### config.mk
export PLATFORM = sky130hd
export DESIGN_NAME = pwr_fault_seq
export DESIGN_NICKNAME = d
export VERILOG_FILES = /design/src/rtl/pfs_pkg.sv /design/src/rtl/pfs_qual_timer.sv /design/src/rtl/pfs_ss_ramp.sv /design/src/rtl/pwr_fault_seq.sv
export SDC_FILE = /design/constraint.sdc
export NUM_CORES = 1
export LEC_CHECK = 0
export ABC_AREA = 1
export BUFFER_PORTS_ARGS = -buffer_cell sky130_fd_sc_hd__clkbuf_2
export CAP_MARGIN = 20
export CORE_MARGIN = 2
export CORE_UTILIZATION = 40
export CTS_CLUSTER_DIAMETER = 200
export DETAILED_ROUTE_END_ITERATION = 8
export GPL_ROUTABILITY_DRIVEN = 0
export GPL_TIMING_DRIVEN = 0
export MAX_ROUTING_LAYER = met4
export PLACE_DENSITY = 0.67
export SYNTH_ARGS = -nofsm -noshare
export SYNTH_HDL_FRONTEND = slang
export SYNTH_SLANG_ARGS = --single-unit
### constraint.sdc
create_clock -name clk_i -period 1.5 [get_ports clk_i]
set_input_delay 0.075 -clock clk_i [delete_from_list [all_inputs] [get_ports clk_i]]
set_output_delay 0.075 -clock clk_i [all_outputs]
set_load 0.03 [all_outputs]
### src/rtl/pfs_pkg.sv
package pfs_pkg;
  function automatic int unsigned cnt_w(int unsigned max_val);
    return (max_val < 1) ? 1 : $clog2(max_val + 1);
  endfunction
endpackage

### src/rtl/pfs_qual_timer.sv
module pfs_qual_timer #(
  parameter int unsigned LIMIT = 8
) (
  input  logic clk_i,
  input  logic rst_ni,
  input  logic clr_i,
  input  logic inc_i,
  output logic done_o
);
  localparam int unsigned CW = pfs_pkg::cnt_w(LIMIT);
  logic [CW-1:0] cnt_q;

  always_ff @(posedge clk_i or negedge rst_ni) begin
    if (!rst_ni)                           cnt_q <= '0;
    else if (clr_i)                        cnt_q <= '0;
    else if (inc_i && cnt_q != CW'(LIMIT)) cnt_q <= cnt_q + 1'b1;
  end

  assign done_o = (cnt_q == CW'(LIMIT));


  timer_sat_chk: assert property (@(posedge clk_i) disable iff (!rst_ni)
    done_o && !clr_i |=> done_o);
endmodule

### src/rtl/pfs_ss_ramp.sv
module pfs_ss_ramp #(
  parameter int unsigned SS_STEPS      = 16,
  parameter int unsigned SS_STEP_TICKS = 10,
  localparam int unsigned SS_W = pfs_pkg::cnt_w(SS_STEPS + SS_STEPS / 2)
) (
  input  logic            clk_i,
  input  logic            rst_ni,
  input  logic            en_i,
  input  logic            tick_i,
  output logic [SS_W-1:0] code_o,
  output logic            done_o
);
  localparam int unsigned DW    = pfs_pkg::cnt_w(SS_STEP_TICKS);
  localparam int unsigned START = SS_STEPS / 2;
  localparam int unsigned MID   = SS_STEPS;
  localparam int unsigned CLAMP = SS_STEPS + SS_STEPS / 2;

  logic [SS_W-1:0] code_q;
  logic [DW-1:0]   div_q;

  always_ff @(posedge clk_i or negedge rst_ni) begin
    if (!rst_ni) begin
      code_q <= '0;
      div_q  <= '0;
    end else if (!en_i) begin
      code_q <= '0;
      div_q  <= '0;
    end else if (code_q == '0) begin
      code_q <= SS_W'(START);
    end else if (tick_i) begin
      if (div_q == DW'(SS_STEP_TICKS - 1)) begin
        div_q <= '0;
        if (code_q != SS_W'(CLAMP)) code_q <= code_q + 1'b1;
      end else begin
        div_q <= div_q + 1'b1;
      end
    end
  end

  assign code_o = code_q;
  assign done_o = (code_q >= SS_W'(MID));


  ss_step_chk: assert property (@(posedge clk_i) disable iff (!rst_ni)
    en_i && code_q != '0 |=> code_q == $past(code_q) || code_q == SS_W'($past(code_q) + 1'b1));

  ss_idle_chk: assert property (@(posedge clk_i) disable iff (!rst_ni)
    !en_i |=> code_q == '0);
endmodule

### src/rtl/pwr_fault_seq.sv
module pwr_fault_seq #(
  parameter int unsigned SS_STEPS      = 16,
  parameter int unsigned SS_STEP_TICKS = 10,
  parameter int unsigned SW_DLY_TICKS  = 40,
  parameter int unsigned FLT_TICKS     = 176,
  parameter int unsigned OVP_CYC       = 550,
  localparam int unsigned SS_W = pfs_pkg::cnt_w(SS_STEPS + SS_STEPS / 2)
) (
  input  logic            clk_i,
  input  logic            rst_ni,
  input  logic            tick_i,
  input  logic            vcc_start_i,
  input  logic            vcc_stop_i,
  input  logic            vcc_rst_i,
  input  logic            vcc_ovp_i,
  input  logic            latch_pin_i,
  input  logic            line_uv_i,
  input  logic            olp_sense_i,
  input  logic            osc_high_i,
  output logic            run_o,
  output logic            startup_sw_o,
  output logic [SS_W-1:0] ss_code_o,
  output logic            latch_flt_o,
  output logic            ar_flt_o
);
  logic vcc_on_q, sw_off_q, latch_q, ar_q;
  logic ss_done, sw_done, ovp_done, olp_done, luv_done;

  always_ff @(posedge clk_i or negedge rst_ni) begin
    if (!rst_ni)          vcc_on_q <= 1'b0;
    else if (vcc_stop_i)  vcc_on_q <= 1'b0;
    else if (vcc_start_i) vcc_on_q <= 1'b1;
  end

  pfs_ss_ramp #(.SS_STEPS(SS_STEPS), .SS_STEP_TICKS(SS_STEP_TICKS)) ramp_i (
    .clk_i, .rst_ni, .en_i(vcc_on_q), .tick_i, .code_o(ss_code_o), .done_o(ss_done));

  pfs_qual_timer #(.LIMIT(SW_DLY_TICKS)) sw_tmr_i (
    .clk_i, .rst_ni, .clr_i(!vcc_on_q), .inc_i(tick_i && ss_done), .done_o(sw_done));

  pfs_qual_timer #(.LIMIT(OVP_CYC)) ovp_tmr_i (
    .clk_i, .rst_ni, .clr_i(!vcc_ovp_i), .inc_i(vcc_ovp_i), .done_o(ovp_done));

  // overload sense only qualifies during the clock-high phase
  pfs_qual_timer #(.LIMIT(FLT_TICKS)) olp_tmr_i (
    .clk_i, .rst_ni,
    .clr_i(!vcc_on_q || (osc_high_i && !olp_sense_i)),
    .inc_i(tick_i && osc_high_i && olp_sense_i),
    .done_o(olp_done));

  pfs_qual_timer #(.LIMIT(FLT_TICKS)) luv_tmr_i (
    .clk_i, .rst_ni, .clr_i(!vcc_on_q || !line_uv_i), .inc_i(tick_i && line_uv_i),
    .done_o(luv_done));

  always_ff @(posedge clk_i or negedge rst_ni) begin
    if (!rst_ni) begin
      sw_off_q <= 1'b0;
      latch_q  <= 1'b0;
      ar_q     <= 1'b0;
    end else begin
      if (vcc_stop_i)                sw_off_q <= 1'b0;
      else if (sw_done && vcc_on_q)  sw_off_q <= 1'b1;

      if (vcc_rst_i)                     latch_q <= 1'b0;
      else if (ovp_done || latch_pin_i)  latch_q <= 1'b1;

      if (vcc_stop_i)                                ar_q <= 1'b0;
      else if (vcc_on_q && (olp_done || luv_done))   ar_q <= 1'b1;
    end
  end

  assign run_o        = vcc_on_q && !latch_q && !ar_q && !line_uv_i;
  assign startup_sw_o = !sw_off_q;
  assign latch_flt_o  = latch_q;
  assign ar_flt_o     = ar_q;


  latch_cause_chk: assert property (@(posedge clk_i) disable iff (!rst_ni)
    $rose(latch_q) |-> $past(latch_pin_i) || $past(ovp_done));

  latch_hold_chk: assert property (@(posedge clk_i) disable iff (!rst_ni)
    latch_q && !vcc_rst_i |=> latch_q);

  ar_hold_chk: assert property (@(posedge clk_i) disable iff (!rst_ni)
    ar_q && !vcc_stop_i |=> ar_q);

  sw_open_chk: assert property (@(posedge clk_i) disable iff (!rst_ni)
    $fell(startup_sw_o) |-> ss_done);
endmodule

==> results.md <==
* Die area at ~0.0075 mm2
* Worst-margin pin slew at 0.544 ns
* MaxCap Viol Count at 0
* Count leader, synth: nand2_1
* Drt drc at 0
* Ys async rst share at 1.00
* Setup violators final at 0
* Synthesized Nets at between 300 and 400
* Post-route ant nets at 0
* CTS HTree Levels at 2
* Global-route met1 utilization at 0.211
* # rows at 30
* Slew margin rel. at 0.638
* Post-synth top cells: nand2_1 (101), dfrtp_1 (45), nand3_1 (44)
* Initial antenna violation count at 0
* CP Class: register to register
* Share of cells above drive strength 1 at 0.178
* Hold Path Class: primary input to register
* Required @ worst endpoint at 1.74 ns
* Reg2Reg Setup Slack at roughly 0.09 ns
* GRT Resource Usage Total at 0.167
* Via/cell ratio at approximately 5.0
* CTS buffer count at 5
* CP delay by family, top: simple AND/OR/NAND/NOR gates
* Area grow syn2layout at 16.4%
* Tot Pwr at 0.00235 W
* Critical path startpoint category: register
* Cell count after synthesis at 369
* Worst skew pair latency at ~0.30 ns
* Slew Limit Fails at 0
* Arr. time, crit path at about 1.7 ns
* FILL cells at between 600 and 700
* Cell area after layout at roughly 0.0032 mm2
* Overflow after GRT at 0
* CP cell instances: inv_1, ha_2, nand3_2, nor2_4, nor2_4, buf_12, nor2_8, nand2_1, nand2_1
* First-pass GRT wire length at between 9000 and 10000 um
* CP peak stage delay at between 0.4 and 0.5 ns
* CTS tree: done
* Worst reg-to-reg path cell count at 9
* Reg clk slew, reported paths at 0.09 ns
* Final hold viol count at 0
* Synth Area per Inst at roughly 7.4 um2
* Hold path cells at 3
* Number of synthesized flops with an enable pin at 0
* Met3 usage at 0.0257
* # diodes at 0
* Top-area cell type share of the netlist area at 0.411
* Wire length per cell at about 12 um
* Busiest layer in global routing: met2
* Buffers on Ports at 19
* Largest cells by area after synthesis: dfrtp_1 (41%), nand2_1 (14%), nand3_1 (8.0%)
* Largest net degree at the start of global routing at 27
* Clock root cell: clkbuf_8
* Detail Placement HPWL at 4110 um
* Final wirelength at roughly 5700 um
* I/O Pins at 20
* Initial Util at 0.408
* Met2 usage at 0.278
* Synthesis Warnings at 0
* Sequential fraction of the synthesis area at 0.411
* Post-Place Cell Area at 0.00296 mm2
* Setup Total Neg Slack at 0 ns
* Die X at just under 90 um
* RR Startpoint: luv_tmr_i.cnt_q[1]
* Crit Path Max Fanout at 8
* Largest area contributor in the netlist: dfrtp_1
* Leakage at approximately 1.6 nW
* Post-synthesis cell type count at 29
* Mapped Area at between 0.002 and 0.003 mm2
* Pwr/cell area at about 740 mW/mm2
* Vias at ~2.4k
* Drt pass-1 iters at 4
* Core box area at approximately 0.0067 mm2
* Most common flop cell mapped by yosys: dfrtp_1
* Reg-to-reg endpoint: luv_tmr_i.cnt_q[6]
* CTS sink count at 45
* Clock skew at 0.00461 ns
* CP endpoint kind: register
* Hold path endpoint: latch_flt_o
* Nets at 431
* Height of the die at a little under 90 um
* Cell count along the critical path at 9
* Max VDD drop at about 320 uV
* Outcome: completed
* Maximum clock frequency at ~0.71 GHz
* Synth Register Bits at 45
* Min cycle time layout at around 1.4 ns
* Drt first-iter violations at 76
* Vias in the first global route at around 2.2k
* Hold_sp: latch_pin_i
* Slowest CP cell: dfrtp_1
* Fin crit share at 0.941
* Worst-case clock buffer depth at 2
* CP bufs+invs at 2
* Final core occ at 0.475
## cell usage in the layout (no fill, tap or decap), types with 2 or more instances in the layout
master,instances
clkinv_2,2
buf_12,2
clkbuf_8,5
nand3_2,2
clkbuf_2,19
o21ai_1,16
dfrtp_1,45
nand2_4,3
nor2_2,5
xor2_1,8
nand4_1,14
nand2_2,4
buf_2,2
nor3_1,4
inv_1,38
o21ai_0,3
ha_1,11
xnor2_1,3
a21oi_1,4
nand3_1,43
buf_4,7
nand2_1,100
dlygate4sd3_1,4
inv_2,9
nor2_4,4
nor3_2,3
nor2_1,39
## logic make-up after synthesis
| group | Yosys count | share of synthesized area |
|---|---|---|
| simple gates | 224 | 0.378 |
| buf+inv | 51 | 0.0721 |
| flops | 45 | 0.411 |
| compound gates | 26 | 0.0493 |
| fa+ha+maj | 12 | 0.0548 |
| xor+xnor | 11 | 0.0351 |
## worst max path at each step
stage,start,endpoint,slack (ns)
2_1_floorplan,ramp_i.code_o[0],ramp_i.div_q[2],0.03
3_3_place_gp,ramp_i.code_o[0],ramp_i.code_o[2],0.06
3_5_place_dp,ramp_i.code_o[0],ramp_i.code_o[3],0.006
4_1_cts,luv_tmr_i.cnt_q[0],luv_tmr_i.cnt_q[6],0.03
5_1_grt,luv_tmr_i.cnt_q[0],luv_tmr_i.cnt_q[7],-0.02
6_report,luv_tmr_i.cnt_q[1],luv_tmr_i.cnt_q[6],0.09
## sequential cells by signal, summed over array words and instances (netlist names), 4 cells and up
| name | cells |
|---|---|
| olp_tmr_i.cnt_q | 8 |
| luv_tmr_i.cnt_q | 8 |
| ramp_i.div_q | 4 |
| ovp_tmr_i.cnt_q | 10 |
| sw_tmr_i.cnt_q | 6 |
| ramp_i.code_o | 5 |
## through the flow
step                      hold slack, ns  instances  setup WS (ns)
final                             0.0227        489         0.0878
after global routing              0.0171        489        -0.0214
after CTS                         0.0142        482         0.0251
after detailed placement           0.102        469        0.00584
after global placement             0.225        468         0.0617
after floorplan                   -0.221        369         0.0327
## power breakdown
group | switching, W | internal [W] | total, W
Clock | 0.000415 | 0.000324 | 0.000739
Combinational | 0.000219 | 0.000116 | 0.000335
Sequential | 0.0000334 | 0.00124 | 0.00127
## worst min-delay path: cells and delay by family
family / cells / cell delay (ns)
AOI/OAI and AO/OA: 1 / 0.07
and+or+nand+nor: 1 / 0.07
buffers and inverters: 1 / 0.08
## per-layer routing
metal  wire length (um)  vias to the layer above
met5                  0                        -
met4                 74                        0
met3                213                        7
met2               2790                       35
met1               2590                     1132
li1                   -                     1256
## timing repair
| item | in CTS | in global routing |
|---|---|---|
| endpoints found under the hold margin | 23 | 0 |
| cloned | 0 | 1 |
| setup buffers | 1 | 6 |
| pin swaps | 0 | 4 |
| gates resized for setup | 0 | 11 |
| hold buffers | 4 | 0 |
| endpoints found under the setup margin | 6 | 30 |
## area by class of cell
class                      instances  area [um2]  share of cell area
inverter                          48         180              0.0565
buffer                             3        17.5             0.00549
timing repair buffer              31         220              0.0690
clock buffer                       6        72.6              0.0227
clock inverter                     2        10.0             0.00314
multi-input combinational        274        1460               0.459
tap                               80         100              0.0314
sequential                        45        1130               0.353
No activity file was read; power rests on OpenSTA's default activity.
